<file path="config.mk">
export PLATFORM = sky130hd
export DESIGN_NAME = mlspi_shifter
export DESIGN_NICKNAME = d
export VERILOG_FILES = /design/src/rtl/mlspi_pkg.sv /design/src/rtl/mlspi_clkdiv.sv /design/src/rtl/mlspi_seq.sv /design/src/rtl/mlspi_lanes.sv /design/src/rtl/mlspi_shifter.sv
export SDC_FILE = /design/constraint.sdc
export NUM_CORES = 1
export LEC_CHECK = 0
export CORE_MARGIN = 2
export CORE_UTILIZATION = 61
export DETAILED_ROUTE_END_ITERATION = 10
export DONT_BUFFER_PORTS = 1
export GPL_TIMING_DRIVEN = 1
export PLACE_DENSITY = 0.77
export REMOVE_ABC_BUFFERS = 1
export SYNTH_ARGS = -nofsm -noshare
export SYNTH_HDL_FRONTEND = slang
export SYNTH_HIERARCHICAL = 1
export SYNTH_SLANG_ARGS = --single-unit
</file>
<file path="constraint.sdc">
create_clock -name clk -period 3.41 [get_ports clk]
set_clock_uncertainty 0.1 [all_clocks]
set_input_delay 0.341 -clock clk [delete_from_list [all_inputs] [get_ports clk]]
set_output_delay 0.341 -clock clk [all_outputs]
set_load 0.01 [all_outputs]
</file>
<file path="src/rtl/mlspi_pkg.sv">
package mlspi_pkg;

   localparam int unsigned MAX_LANES = 4;

   typedef enum logic [1:0] {
      LANE_X1  = 2'b00,
      LANE_X2  = 2'b01,
      LANE_X4  = 2'b10,
      LANE_RSV = 2'b11
   } lane_mode_e;

   // log2 of the lane count; the reserved code falls back to one lane
   function automatic logic [1:0] lane_order(input lane_mode_e m);
      case (m)
         LANE_X2: lane_order = 2'd1;
         LANE_X4: lane_order = 2'd2;
         default: lane_order = 2'd0;
      endcase
   endfunction

endpackage

</file>
<file path="src/rtl/mlspi_clkdiv.sv">
module mlspi_clkdiv #(
   parameter int DIV_W = 8
) (
   input  logic             clk,
   input  logic             rst_n,
   input  logic             run,
   input  logic [DIV_W-1:0] div,
   output logic             tick
);

   logic [DIV_W-1:0] cnt_q;

   assign tick = run && (cnt_q == div);

   always_ff @(posedge clk or negedge rst_n) begin
      if (!rst_n)            cnt_q <= '0;
      else if (!run || tick) cnt_q <= '0;
      else                   cnt_q <= cnt_q + 1'b1;
   end

   // the half-period counter never passes the latched divider
   a_r3_cnt_bounded: assert property (@(posedge clk) disable iff (!rst_n)
      cnt_q <= div);

endmodule

</file>
<file path="src/rtl/mlspi_seq.sv">
module mlspi_seq #(
   parameter int WORD_W = 16,
   parameter int PH_W   = 6
) (
   input  logic       clk,
   input  logic       rst_n,
   input  logic       start,
   input  logic       tick,
   input  logic [1:0] order,
   output logic       busy,
   output logic       done,
   output logic       sclk,
   output logic       shift_ev,
   output logic       cap_ev,
   output logic       fin_ev
);

   logic [PH_W-1:0] ph_q;
   logic [PH_W-1:0] last_ph;

   // two half periods per serial cycle, WORD_W >> order serial cycles
   assign last_ph  = PH_W'((2 * WORD_W) >> order);
   assign fin_ev   = busy && tick && (ph_q == last_ph);
   assign cap_ev   = busy && tick && ph_q[0];
   assign shift_ev = busy && tick && !ph_q[0] && (ph_q != '0);

   always_ff @(posedge clk or negedge rst_n) begin
      if (!rst_n) begin
         busy <= 1'b0;
         done <= 1'b0;
         sclk <= 1'b0;
         ph_q <= '0;
      end else begin
         done <= 1'b0;
         if (!busy) begin
            if (start) begin
               busy <= 1'b1;
               ph_q <= '0;
               sclk <= 1'b0;
            end
         end else if (tick) begin
            if (fin_ev) begin
               busy <= 1'b0;
               done <= 1'b1;
               sclk <= 1'b0;
            end else begin
               ph_q <= ph_q + 1'b1;
               sclk <= ~ph_q[0];
            end
         end
      end
   end

   // serial clock rests low whenever no transfer runs
   a_r1_sclk_idle_low: assert property (@(posedge clk) disable iff (!rst_n)
      !busy |-> !sclk);

   // done marks the cycle busy has just dropped
   a_r9_done_ends_busy: assert property (@(posedge clk) disable iff (!rst_n)
      done |-> (!busy && $past(busy)));

   // done lasts a single cycle
   a_r9_done_single: assert property (@(posedge clk) disable iff (!rst_n)
      done |=> !done);

   // the phase index stays within the transfer length
   a_r3_phase_bounded: assert property (@(posedge clk) disable iff (!rst_n)
      busy |-> (ph_q <= last_ph));

endmodule

</file>
<file path="src/rtl/mlspi_lanes.sv">
module mlspi_lanes #(
   parameter int WORD_W = 16,
   parameter int LANES  = 4
) (
   input  logic              clk,
   input  logic              rst_n,
   input  logic              start,
   input  logic [WORD_W-1:0] tx_data,
   input  logic              busy,
   input  logic [1:0]        order,
   input  logic              shift_ev,
   input  logic              cap_ev,
   input  logic              fin_ev,
   input  logic [LANES-1:0]  somi,
   output logic [LANES-1:0]  simo,
   output logic [WORD_W-1:0] rx_data
);

   localparam int NMODES = $clog2(LANES) + 1;

   if ((LANES & (LANES - 1)) != 0) begin : g_chk_pow2
      $error("LANES must be a power of two");
   end
   if ((WORD_W % LANES) != 0) begin : g_chk_div
      $error("WORD_W must divide evenly into LANES segments");
   end

   logic [WORD_W-1:0] shr_q;
   logic [LANES-1:0]  samp_q;
   logic [WORD_W-1:0] cand [NMODES];
   logic [LANES-1:0]  tap  [NMODES];
   logic [WORD_W-1:0] shifted;

   for (genvar m = 0; m < NMODES; m++) begin : g_mode
      localparam int NL  = 1 << m;
      localparam int SEG = WORD_W / NL;
      for (genvar i = 0; i < WORD_W; i++) begin : g_bit
         if ((i % SEG) == 0) begin : g_in
            assign cand[m][i] = samp_q[i / SEG];
         end else begin : g_mv
            assign cand[m][i] = shr_q[i - 1];
         end
      end
      for (genvar l = 0; l < LANES; l++) begin : g_tap
         if (l < NL) begin : g_on
            assign tap[m][l] = shr_q[(l + 1) * SEG - 1];
         end else begin : g_off
            assign tap[m][l] = 1'b0;
         end
      end
   end

   assign shifted = cand[order];
   assign simo    = busy ? tap[order] : '0;

   always_ff @(posedge clk or negedge rst_n) begin
      if (!rst_n) begin
         shr_q   <= '0;
         samp_q  <= '0;
         rx_data <= '0;
      end else begin
         if (start)         shr_q <= tx_data;
         else if (shift_ev) shr_q <= shifted;
         if (cap_ev)        samp_q <= somi;
         if (fin_ev)        rx_data <= shifted;
      end
   end

   // an accepted write loads the transmit word
   a_r2_load: assert property (@(posedge clk) disable iff (!rst_n)
      start |=> (shr_q == $past(tx_data)));

endmodule

</file>
<file path="src/rtl/mlspi_shifter.sv">
module mlspi_shifter
   import mlspi_pkg::*;
#(
   parameter int WORD_W = 16,
   parameter int DIV_W  = 8
) (
   input  logic                 clk,
   input  logic                 rst_n,
   input  logic                 tx_wr,
   input  logic [WORD_W-1:0]    tx_data,
   input  logic [1:0]           lane_sel,
   input  logic [DIV_W-1:0]     div_val,
   input  logic [MAX_LANES-1:0] somi,
   output logic                 sclk,
   output logic [MAX_LANES-1:0] simo,
   output logic                 cs_n,
   output logic                 busy,
   output logic                 done,
   output logic [WORD_W-1:0]    rx_data
);

   localparam int LANES = MAX_LANES;
   localparam int PH_W  = $clog2(2 * WORD_W + 1);

   if (DIV_W < 1) begin : g_chk_div
      $error("DIV_W must be at least 1");
   end

   logic             start;
   logic             tick;
   logic             shift_ev;
   logic             cap_ev;
   logic             fin_ev;
   logic [1:0]       order_q;
   logic [DIV_W-1:0] div_q;

   assign start = tx_wr && !busy;
   assign cs_n  = !busy;

   always_ff @(posedge clk or negedge rst_n) begin
      if (!rst_n) begin
         order_q <= '0;
         div_q   <= '0;
      end else if (start) begin
         order_q <= lane_order(lane_mode_e'(lane_sel));
         div_q   <= div_val;
      end
   end

   mlspi_clkdiv #(.DIV_W(DIV_W)) u_div (
      .clk   (clk),
      .rst_n (rst_n),
      .run   (busy),
      .div   (div_q),
      .tick  (tick)
   );

   mlspi_seq #(.WORD_W(WORD_W), .PH_W(PH_W)) u_seq (
      .clk      (clk),
      .rst_n    (rst_n),
      .start    (start),
      .tick     (tick),
      .order    (order_q),
      .busy     (busy),
      .done     (done),
      .sclk     (sclk),
      .shift_ev (shift_ev),
      .cap_ev   (cap_ev),
      .fin_ev   (fin_ev)
   );

   mlspi_lanes #(.WORD_W(WORD_W), .LANES(LANES)) u_lanes (
      .clk      (clk),
      .rst_n    (rst_n),
      .start    (start),
      .tx_data  (tx_data),
      .busy     (busy),
      .order    (order_q),
      .shift_ev (shift_ev),
      .cap_ev   (cap_ev),
      .fin_ev   (fin_ev),
      .somi     (somi),
      .simo     (simo),
      .rx_data  (rx_data)
   );

   // output lanes move only with a rising serial clock or a transfer boundary
   a_r8_simo_on_rise: assert property (@(posedge clk) disable iff (!rst_n)
      !$stable(simo) |-> ($rose(sclk) || $rose(busy) || $fell(busy)));

   // the received word is updated only together with done
   a_r9_rx_hold: assert property (@(posedge clk) disable iff (!rst_n)
      !$stable(rx_data) |-> done);

endmodule

</file>
Word level (Yosys, flattened, before mapping):

Cells that the tools add are included.
W data, S select, Z words.

* register bits: 63
* bits of input ports: 33
* output and inout port bits: 24
* logic and storage cells: 63

* $add $sub $neg: 2
* magnitude comparators: 1
* equal/unequal tests: 6
* shift-type cells: 1
* mux-type cells: 26
* bitwise logic cells: 2
* reductions and logical operators: 15

Operators by type and width (number)
* $mux W16: 4
* $bmux W16 S2: 1
* $mux W6: 4
* $mux W4: 3
* $mux W1: 11
* $add A8 B1 Y8 const B: 1
* $bmux W4 S2: 1
* $eq A8 B8 Y1: 1
* $mux W8: 1
* $logic_and A1 B1 Y1: 7
* $add A6 B1 Y6 const B: 1
* $eq A6 B6 Y1: 1
* $reduce_bool A6 Y1: 1
* $shr A6 B2 Y6 const A: 1
* $ne A2 B2 Y1 const B: 2
* $pmux W2 S2: 1
* $reduce_bool A2 Y1: 2
* $ge A3 B3 Y1 const B: 1
* $not A2 Y3: 1
* $reduce_and A3 Y1: 1
* $eq A2 B1 Y1 const B: 1
* $eq A2 B2 Y1 const B: 1
* $logic_not A1 Y1: 2
* $reduce_and A2 Y1: 1
* other kinds (2): 2

Longest topological paths before layout:

Gate-level depths: netlist of the first run.

* depth in word-level cells: 7
* depth in mapped cells: 10
* depth with buffers taken out: 8

Hierarchy:

Netlist of the first run, hierarchy kept.

Modules (own cells, without submodules)
* mlspi_lanes: instances 1, cells an instance 179, area each 1730.4 um^2
* mlspi_seq: instances 1, cells an instance 58, area each 545.5 um^2
* mlspi_clkdiv: instances 1, cells an instance 46, area each 500.5 um^2
* mlspi_shifter: instances 1, cells an instance 25, area each 446.7 um^2

Worst setup path before layout of the first run:

No wires, ideal clock.

* path type: register to register
* from: register div_q[7]
* to: register u_lanes.shr_q[8]
* setup time: 0.121 ns
* arrival time: 2.524 ns
* required time: 3.189 ns
* setup slack: 0.665 ns
* stages on the path, launching flop included: 10
* buffers on the path: 2
* clock period less this slack: 2.745 ns
* cell sequence: dfrtp_1 > xor2_2 > nor4_2 > and3_1 > nand2_1 > a311oi_1 > buf_4 > buf_6 > o211ai_1 > a22o_1

* cells in the longest elaborated chain, start to end: 6

Ends and longest elaborated chain
* from (decl): RTL line mlspi_shifter.sv:35 `logic [DIV_W-1:0] div_q;`
* from (signal assigned): RTL line mlspi_shifter.sv:46 `div_q <= div_val;`
* $eq A8 B8 Y1: RTL line mlspi_clkdiv.sv:13 `assign tick = run && (cnt_q == div);`
* $logic_and A1 B1 Y1: RTL line mlspi_clkdiv.sv:13
* net tick: RTL line mlspi_shifter.sv:30 `logic tick;`
* $logic_and A1 B1 Y1 (3 in a row): RTL line mlspi_seq.sv:25 `assign shift_ev = busy && tick && !ph_q[0] && (ph_q != '0);`
* net shift_ev: RTL line mlspi_shifter.sv:31 `logic shift_ev;`
* $reduce_bool A2 Y1 (no source line)
* to (signal assigned): RTL line mlspi_lanes.sv:62 `if (start) shr_q <= tx_data;`
* to (signal assigned): RTL line mlspi_lanes.sv:63 `else if (shift_ev) shr_q <= shifted;`
* to (decl): RTL line mlspi_lanes.sv:28 `logic [WORD_W-1:0] shr_q;`

The timed path passes the listed nets, and every way through them passes these cells.
A chain may end at the register's enable or synchronous reset.

Worst setup path in the final report of the first run:

* from: register u_div.cnt_q[4]
* to: register u_lanes.shr_q[11]

* cells in the longest elaborated chain, start to end: 6

Ends and longest elaborated chain
* from (decl): RTL line mlspi_clkdiv.sv:11 `logic [DIV_W-1:0] cnt_q;`
* from (signal assigned): RTL line mlspi_clkdiv.sv:18 `else cnt_q <= cnt_q + 1'b1;`
* $eq A8 B8 Y1: RTL line mlspi_clkdiv.sv:13
* $logic_and A1 B1 Y1: RTL line mlspi_clkdiv.sv:13
* net tick: RTL line mlspi_shifter.sv:30
* $logic_and A1 B1 Y1 (3 in a row): RTL line mlspi_seq.sv:25
* net shift_ev: RTL line mlspi_shifter.sv:31
* $reduce_bool A2 Y1 (no source line)

The timed path passes the listed nets, and every way through them passes these cells.

==> results of run 1 <==
## state kept, by name, summed over array words and instances, names as in the netlist
signal and flops:
u_lanes/rx_data 16, u_lanes/shr_q 16, div_q 8, u_div/cnt_q 8, u_seq/ph_q 6, u_lanes/samp_q 4, order_q 2, u_seq/busy 1
u_seq/done 1, u_seq/sclk 1
## final cells by class
| cell class | count | share of cell area [%] |
|---|---|---|
| sequential | 63 | 44.9 |
| inverter | 18 | 1.92 |
| clock buffer | 11 | 4.02 |
| clock inverter | 5 | 2.31 |
| multi-input combinational | 209 | 41.8 |
| timing repair buffer | 9 | 2.56 |
| tap | 70 | 2.49 |
## worst paths after layout
| check | start | endpoint | slack (ns) | cells after the start |
|---|---|---|---|---|
| max | u_div/cnt_q[4] | u_lanes/shr_q[11] | 0.70 | 10 |
| min | tx_data[10] | u_lanes/shr_q[10] | 0.02 | 2 |
| max reg2reg | u_div/cnt_q[4] | u_lanes/shr_q[11] | 0.70 | 10 |
| min reg2reg | u_lanes/samp_q[2] | u_lanes/samp_q[2] | 0.42 | 1 |
| max in group asynchronous | rst_n | u_lanes/rx_data[2] | 2.50 | 2 |
| min in group asynchronous | rst_n | u_seq/ph_q[2] | 0.43 | 2 |
## placed cells by master, fill, tap and decap left out, types with 3 or more instances in the layout
cell type  count
nor2_1        13
a221oi_1       3
nor2b_1       19
mux2_4         9
clkbuf_8      10
a31oi_1       13
buf_4          7
inv_1         18
nand4_1        3
o21ai_1       11
xor2_1         9
nand3_1       19
nor3b_1        4
or3_1          4
o21ai_0       22
a21oi_2        4
nand2_1       23
dfrtp_1       63
a211oi_1       5
o211ai_1       3
ha_1           3
mux2_2         6
mux2i_1        3
xnor2_1        3
## metrics by stage
step	setup TNS [ns]	util [%]	total power [mW]	hold slack [ns]	cell area, sq um
global route	0	68.8	3.05	0.00145	3510
global placement	0	63.7	2.09	-0.0526	3250
CTS	0	68.8	2.88	0.00395	3510
finish	0	68.8	2.86	0.0178	3510
detailed placement	0	63.7	2.12	-0.0526	3250
floorplan	-9.83	-	1.89	-0.0546	3100
## cell usage after synthesis, drive strengths merged (2+ instances only)
master	number
nor4	2
a22o	2
nor2	13
nand2	24
clkbuf	9
o211ai	3
mux2i	3
dfrtp	63
nand4	3
nand3b	2
nand2b	2
or3	4
a21oi	6
a31oi	13
o2bb2ai	2
ha	3
a221oi	3
mux2	15
xnor2	3
nand3	19
xor2	11
nor3b	4
nor2b	21
buf	9
a211oi	5
nor3	3
inv	18
o21ai	33
and2	2
## layer usage
metal | GRT usage [%] | vias to the layer above | routed length [microns]
met5 | 0 | - | 0
met4 | 6.00 | 0 | 65
met3 | 10.5 | 6 | 415
met2 | 37.2 | 49 | 3060
met1 | 31.7 | 1084 | 2870
li1 | - | 1074 | -
## power by group
part | switching [mW] | total (mW) | internal, mW | leakage (nW)
Clock | 0.290 | 0.722 | 0.432 | 0.110
Combinational | 0.424 | 0.852 | 0.429 | 0.589
Sequential | 0.296 | 1.29 | 0.991 | 0.811
## worst max-delay path: stages, from the launching register on
cell and delay (ns):
dfrtp_1 0.46, xor2_1 0.19, nor4_2 0.25, buf_4 0.20, and3_1 0.25, nand2_1 0.17, a311oi_4 0.28, buf_4 0.34
nor2b_1 0.08, a31oi_1 0.13, o21ai_0 0.11
## cells by family (layout without fill, tap and decap cells)
family | after synthesis | count (layout) | synth area share (%)
DFF | 63 | 63 | 48.9
xor gates and xnor gates | 14 | 14 | 4.27
AOI/OAI and AO/OA | 73 | 73 | 14.7
adders and majority gates | 3 | 3 | 1.16
muxes | 18 | 18 | 7.22
buffers and inverters | 36 | 43 | 6.06
and+or+nand+nor | 101 | 101 | 17.7
==> out/metrics.cfg, run 1 <==
[cts]
cts_resized=0
cts_hold_buf=2
clock_sinks=63
cts_tree=done
cts_root_buffer=clkbuf_8
path_clk_slew_ns=0.07
cts_setup_buffers=0
cts.htree.levels=3
cts_buffers=9
clock_latency_ns=0.34
clockBufferDepth=2

[timing]
hold_violations=0
layout_min_cycle_time_ns=2.71
period_share_pct=79.4
finalSetupViolations=0
tightest_slew_ns=0.605
slew_headroom_pct=59.6
rsz0062_at_grt=no
max_freq_mhz=369
drv_slew=0
setup_slack_ns=0.701

[global_routing]
antenna_found_initial=0
grt_pass1_vias=2242
track_usage_pct=24.2
grt_pass1_wl_mm=11.1
overflow=0
grt_max_degree=64

[placed_design]
gp_congestion=0.873
portBuffers=0
post-place-ws_ns=0.768
dp_hpwl_mm=4.26
place_inst=367

[power_and_ir_drop]
ir_worst_vdd_mv=0.520
p_leak_nw=1.51
powerDensity_mw_per_mm2=814

[synthesis]
synth_seq_cells=63
avgSynthCellArea_sq_um=10.5
ys_warn_count=6
synth_top_cell_by_area=dfrtp_1
syn_inst=308
synth_ff_type=dfrtp_1
synthTopCellsByArea=dfrtp_1 49%, mux2_4 4.2%, nor2b_1 3.7%
seq_area_frac_synth_pct=48.9
synth-edff-count=0
synth_cell_type_count=47
synth_top_area_share_pct=48.9
synthesis.area_sq_mm=0.00322
async_flop_share_pct=100

[critical_path]
crit_fanout=31
arrival_ns=2.80
cp-end-kind=register
worst-setup-path-type=register to register
critPathRequiredTime_ns=3.50
startpoint_type=register

[die]
start_util_pct=63.1
rows=26
fp.dieW_microns=76.7
io_pins=57
die_area_sq_mm=0.00588
die_y_microns=76.7
core-area_sq_mm=0.00511

[finish]
fin_cells=385
layout.nets=346
ff_latch_area_sq_mm=0.00158
drive_above_1_share_pct=16.5
area_growth_pct=9.01
multi_input_area_sq_mm=0.00147
fillers=415
diodes=0

[run_status]
status=finished clean

[routing]
final_antenna_net_count=0
routedWlPerCell_microns=16.6
drtIter0Drc=106
wl_mm=6.41
drt-pass1-iter-count=4
vias_per_cell=5.75
vias=2213
drc=0

[hold_path]
holdCritPathClass=input port to register

[job]
max-cap-violations=0

Note: power is estimated with default switching activity, not from simulation.
==> run 2: changes to the inputs <==
Clock period 3.41 ns to 2.8 ns, I/O delays scaled along.
==> run 2 against run 1 <==
Global-route usage increased by 1.5 points. Count of clock-buffer cells in the layout decreased by 1. Critical endpoint is now u_lanes/shr_q[0]. Register-to-register slack got worse by 0.49 ns. Sequential power grew 22%. First-iteration DRC count increased by 45%. Clock power shrank 0.7%. Combinational power rose by 29%. Flip-flop and latch count unchanged. Critical path depth is 1 lower. Highest routed layer unchanged. Largest power group unchanged. Non-clock buffer count up 28.
==> out/metrics.cfg, run 2 (synthesis results as in run 1) <==
[hold_path]
min_path_cells=2  ; unchanged
holdCritPathClass=input port to register  ; unchanged

[timing]
drv_slew=0  ; unchanged
slew_headroom_pct=62.4  ; was 59.6%
tightest_slew_ns=0.564  ; was 0.605 ns
holdWs_ns=0.0849  ; was 0.0178 ns
hold_violations=0  ; unchanged
fin_tns_setup_ns=0  ; unchanged
max_freq_mhz=386  ; was 369 MHz
setup_slack_ns=0.212  ; was 0.701 ns
period_share_pct=92.4  ; was 79.4%
rsz0062_at_grt=no  ; unchanged
finalSetupViolations=0  ; unchanged
layout_min_cycle_time_ns=2.59  ; was 2.71 ns

[routing]
routedWlPerCell_microns=17.1  ; was 16.6 microns
drc=0  ; unchanged
vias=2395  ; was 2213
vias_per_cell=5.80  ; was 5.75
drtIter0Drc=154  ; was 106
wl_mm=7.05  ; was 6.41 mm
drt-pass1-iter-count=4  ; unchanged
final_antenna_net_count=0  ; unchanged

[die]
io_pins=57  ; unchanged
die_y_microns=76.7  ; unchanged
start_util_pct=63.1  ; unchanged
fp.dieW_microns=76.7  ; unchanged
die_area_sq_mm=0.00588  ; unchanged
core-area_sq_mm=0.00511  ; unchanged
rows=26  ; unchanged

[cts]
cts_resized=0  ; unchanged
clock_latency_ns=0.35  ; was 0.34 ns
clock_sinks=63  ; unchanged
path_clk_slew_ns=0.08  ; was 0.07 ns
cts_tree=done  ; unchanged
cts_root_buffer=clkbuf_8  ; unchanged
cts_hold_buf=30  ; was 2
cts_buffers=9  ; unchanged
cts_setup_buffers=0  ; unchanged
clockBufferDepth=2  ; unchanged
cts.htree.levels=3  ; unchanged

[placed_design]
gp_congestion=0.911  ; was 0.873
portBuffers=0  ; unchanged
place_area_sq_mm=0.00328  ; was 0.00325 sq mm
dp_hpwl_mm=4.34  ; was 4.26 mm
place_inst=367  ; unchanged
post-place-ws_ns=0.297  ; was 0.768 ns

[job]
max-cap-violations=0  ; unchanged

[finish]
layout.nets=374  ; was 346
area_growth_pct=17.3  ; was 9.01%
reg.largest.list=u_lanes/rx_data x16, u_lanes/shr_q x16  ; unchanged
fillers=377  ; was 415
fin_cells=413  ; was 385
layout_commonest_cell=dfrtp_1  ; unchanged
fin_util_pct=74.0  ; was 68.8%
diodes=0  ; unchanged
mostFrequentLayoutCells=63 x dfrtp_1, 29 x dlygate4sd3_1, 23 x nand2_1  ; was 63 x dfrtp_1, 23 x nand2_1, 22 x o21ai_0
finalInstanceArea_sq_mm=0.00378  ; was 0.00351 sq mm
drive_above_1_share_pct=15.5  ; was 16.5%

[power_and_ir_drop]
powerDensity_mw_per_mm2=898  ; was 814 mW/mm^2
ir_worst_vdd_mv=0.528  ; was 0.520 mV
power_mw=3.39  ; was 2.86 mW
p_leak_nw=1.61  ; was 1.51 nW

[critical_path]
startpoint_type=register  ; unchanged
worst-setup-path-type=register to register  ; unchanged
cp-end-kind=register  ; unchanged
crit_fanout=31  ; unchanged
critPathRequiredTime_ns=2.92  ; was 3.50 ns
arrival_ns=2.71  ; was 2.80 ns
reg2regPathDepth=9  ; was 10

[global_routing]
grt_pass1_vias=2383  ; was 2242
track_usage_pct=25.6  ; was 24.2%
overflow=0  ; unchanged
grt_max_degree=64  ; unchanged
antenna_found_initial=0  ; unchanged
grt_pass1_wl_mm=11.7  ; was 11.1 mm

[run_status]
status=finished clean  ; unchanged

-- run 2: changes by cell type in the layout (fill, tap and decap cells not counted), sizes merged --
cell / before / now
bufinv: 2 / 0
clkbuf: 11 / 10
dlygate4sd3: 1 / 29
clkinvlp: 1 / 2
clkinv: 2 / 4
-- run 2: final timing paths --
check / from / endpoint / slack (ns)
setup / recovery: u_div/cnt_q[5] / u_lanes/shr_q[0] / 0.21
hold / removal: lane_sel[0] / order_q[1] / 0.08
setup reg to reg: u_div/cnt_q[5] / u_lanes/shr_q[0] / 0.21
hold reg to reg: u_div/cnt_q[0] / u_div/cnt_q[0] / 0.43
max in group asynchronous: rst_n / u_seq/ph_q[1] / 1.94
min in group asynchronous: rst_n / u_div/cnt_q[1] / 0.40
-- run 2: worst max-delay path, stage by stage, from the launching register on --
cell	delay, ns
dfrtp_1	0.44
xor2_1	0.18
nor4_2	0.34
and3_1	0.30
nand2_1	0.17
a311oi_4	0.36
buf_12	0.22
nor2b_1	0.07
a31oi_1	0.18
o21ai_1	0.10
-- run 2: layout make-up --
type | count | area (sq um) | share of cell area, %
sequential | 63 | 1580 | 41.7
multi-input combinational | 209 | 1470 | 38.9
timing repair buffer | 37 | 395 | 10.5
clock buffer | 10 | 138 | 3.64
tap | 70 | 87.6 | 2.32
inverter | 18 | 67.6 | 1.79
clock inverter | 6 | 46.3 | 1.22
-- run 2: per-layer routing --
| layer | GRT usage, % | part of all wire (%) | vias up |
|---|---|---|---|
| met5 | 0 | 0 | - |
| met4 | 12.0 | 1.9 | 0 |
| met3 | 6.71 | 5.3 | 13 |
| met2 | 40.1 | 48 | 71 |
| met1 | 33.6 | 45 | 1178 |
| li1 | - | - | 1133 |
-- run 2: report_power, final --
| part | switching (mW) | internal, mW |
|---|---|---|
| Sequential | 0.366 | 1.21 |
| Combinational | 0.551 | 0.552 |
| Clock | 0.369 | 0.347 |
| Total | 1.29 | 2.11 |
==> run 3: changes to the inputs <==
Settings changed: CELL_PAD_IN_SITES_DETAIL_PLACEMENT set to 1, CELL_PAD_IN_SITES_GLOBAL_PLACEMENT set to 1, CORE_UTILIZATION 61 to 49, PLACE_DENSITY 0.77 to not set, PLACE_DENSITY_LB_ADDON set to 0.1, SKIP_CTS_REPAIR_TIMING set to 1.
==> run 3 against run 2 <==
Cell count increased by 1.7%. Sequential power about the same. Highest routed layer unchanged. Wire length increased by 11%. Critical path type unchanged. Via count decreased by 0.63%.
==> out/metrics.cfg, run 3 (synthesis results as in run 1) <==
[run_status]
status=finished clean  ; unchanged

[routing]
drt-pass1-iter-count=4  ; unchanged
drc=0  ; unchanged
wl_mm=7.81  ; was 7.05 mm
drtIter0Drc=129  ; was 154
vias_per_cell=5.67  ; was 5.80
vias=2380  ; was 2395
routedWlPerCell_microns=18.6  ; was 17.1 microns
final_antenna_net_count=0  ; unchanged

[finish]
reg.largest.list=u_lanes/rx_data x16, u_lanes/shr_q x16  ; unchanged
drive_above_1_share_pct=15.5  ; unchanged
fin_util_pct=60.2  ; was 74.0%
fin_cells=420  ; was 413
area_growth_pct=18.5  ; was 17.3%
layout_commonest_cell=dfrtp_1  ; unchanged
fillers=681  ; was 377
diodes=0  ; unchanged
mostFrequentLayoutCells=63 x dfrtp_1, 28 x dlygate4sd3_1, 23 x nand2_1  ; was 63 x dfrtp_1, 29 x dlygate4sd3_1, 23 x nand2_1
layout.nets=375  ; was 374

[job]
max-cap-violations=0  ; unchanged

[timing]
tightest_slew_ns=0.570  ; was 0.564 ns
finalSetupViolations=0  ; unchanged
max_freq_mhz=381  ; was 386 MHz
layout_min_cycle_time_ns=2.62  ; was 2.59 ns
drv_slew=0  ; unchanged
rsz0062_at_grt=no  ; unchanged
hold_violations=0  ; unchanged
holdWs_ns=0.00151  ; was 0.0849 ns
period_share_pct=93.7  ; was 92.4%
slew_headroom_pct=62.0  ; was 62.4%

[cts]
cts_root_buffer=clkbuf_8  ; unchanged
clock_latency_ns=0.34  ; was 0.35 ns
cts.htree.levels=3  ; unchanged
cts_tree=done  ; unchanged
clock_sinks=63  ; unchanged
clockBufferDepth=2  ; unchanged
cts_buffers=9  ; unchanged
path_clk_slew_ns=0.07  ; was 0.08 ns

[critical_path]
reg2reg_to=u_lanes/rx_data[11]  ; was u_lanes/shr_q[0]
max_stage_delay_ns=0.53  ; was 0.44 ns
ff2ff_setup_slack_ns=0.18  ; was 0.21 ns
crit_fanout=13  ; was 31
reg2regPathDepth=8  ; was 9
critPathRequiredTime_ns=2.94  ; was 2.92 ns
critical_path.slowest_cell=nor3_4  ; was dfrtp_1
startpoint_type=register  ; unchanged
r2r-start=u_div/cnt_q[4]  ; was u_div/cnt_q[5]
path_cells=xor2_1 -> nor4_2 -> and3_1 -> nand4_1 -> nor3_4 -> buf_12 -> nand3_1 -> o21ai_0  ; was xor2_1 -> nor4_2 -> and3_1 -> nand2_1 -> a311oi_4 -> buf_12 -> nor2b_1 -> a31oi_1 -> o21ai_1
worst-setup-path-type=register to register  ; unchanged
arrival_ns=2.77  ; was 2.71 ns
cp-end-kind=register  ; unchanged

[die]
die_area_sq_mm=0.00724  ; was 0.00588 sq mm
fp.dieW_microns=85.1  ; was 76.7 microns
die_y_microns=85.1  ; was 76.7 microns
core-area_sq_mm=0.00635  ; was 0.00511 sq mm
rows=29  ; was 26
start_util_pct=50.8  ; was 63.1%
io_pins=57  ; unchanged

[global_routing]
grt_pass1_wl_mm=12.0  ; was 11.7 mm
track_usage_pct=21.6  ; was 25.6%
overflow=0  ; unchanged
grt_pass1_vias=2352  ; was 2383
antenna_found_initial=0  ; unchanged
grt_max_degree=64  ; unchanged

[placed_design]
dp_hpwl_mm=5.03  ; was 4.34 mm
gp_congestion=0.818  ; was 0.911
place_inst=376  ; was 367
portBuffers=0  ; unchanged

[power_and_ir_drop]
p_clk_share_pct=23.2  ; was 21.1%
internal_power_mw=2.21  ; was 2.11 mW
p_seq_share_pct=45.1  ; was 46.4%
pwr-share-comb_pct=31.7  ; was 32.5%
sw_frac_of_total_pct=36.4  ; was 37.9%
ir_worst_vdd_mv=0.423  ; was 0.528 mV
powerDensity_mw_per_mm2=911  ; was 898 mW/mm^2
p_leak_nw=1.63  ; was 1.61 nW
p_sw_mw=1.27  ; was 1.29 mW

[hold_path]
hp-start=tx_data[4]  ; was lane_sel[0]
min_path_cells=2  ; unchanged
holdCritPathClass=input port to register  ; unchanged
min_to=u_lanes/shr_q[4]  ; was order_q[1]

==> run 3: cell types whose count changed in the layout (fill, tap and decap cells not counted) <==
cell	change
bufinv_16	+1
clkbuf_8	+1
clkinv_4	-3
clkbuf_1	+1
clkinvlp_4	-1
buf_4	+1
buf_12	+1
dlygate4sd3_1	-1
==> run 3: worst max-delay path by stage <==
| stage | cells after the start | to | from |
|---|---|---|---|
| 3_5_place_dp | 8 | u_seq/ph_q[1] | u_div/cnt_q[4] |
| 5_1_grt | 8 | u_lanes/rx_data[11] | u_div/cnt_q[4] |
| 3_3_place_gp | 8 | u_seq/ph_q[1] | div_q[7] |
| 6_report | 8 | u_lanes/rx_data[11] | u_div/cnt_q[4] |
| 4_1_cts | 8 | u_seq/ph_q[1] | u_div/cnt_q[4] |
| 2_1_floorplan | 7 | u_lanes/shr_q[8] | div_q[7] |
==> run 3: power groups by stage <==
stage / clock network (mW) / registers [mW] / logic (mW)
finish: 0.806 / 1.57 / 1.10
global route: 0.868 / 1.62 / 1.23
CTS: 0.826 / 1.57 / 1.06
detailed placement: 0 / 1.59 / 1.05
global placement: 0 / 1.57 / 1.00
floorplan: 0 / 1.48 / 0.823
==> run 3: area by class of cell <==
class	instances	area, sq um	area share [%]
timing repair buffer	38	413	10.8
sequential	63	1580	41.3
clock inverter	3	42.5	1.11
multi-input combinational	209	1470	38.5
inverter	18	67.6	1.77
clock buffer	12	155	4.06
tap	77	96.3	2.52
==> run 3: through the flow <==
stage	power (mW)	instance area [sq um]	setup TNS (ns)	setup WS, ns
finish	3.48	3820	0	0.175
global route	3.71	3820	0	0.00724
CTS	3.45	3510	0	0.164
detailed placement	2.63	3310	0	0.188
global placement	2.58	3310	0	0.268
floorplan	2.31	3100	-20.40	-1.30
==> run 3: critical path: cells and delay by family (launching register included) <==
family                 cells  cell delay (ns)
flip-flops                 1             0.44
XOR/XNOR                   1             0.18
buffers and inverters      1             0.21
AND/OR/NAND/NOR            5             1.49
AO/OA/AOI/OAI              1             0.12
==> run 3: layer usage <==
layer | routed length [microns] | vias to the layer above | track usage, %
met1 | 3540 | 1181 | 29.1
met4 | 110 | 0 | 7.36
met2 | 3760 | 56 | 32.7
met5 | 0 | - | 0
li1 | - | 1133 | -
met3 | 398 | 10 | 7.49
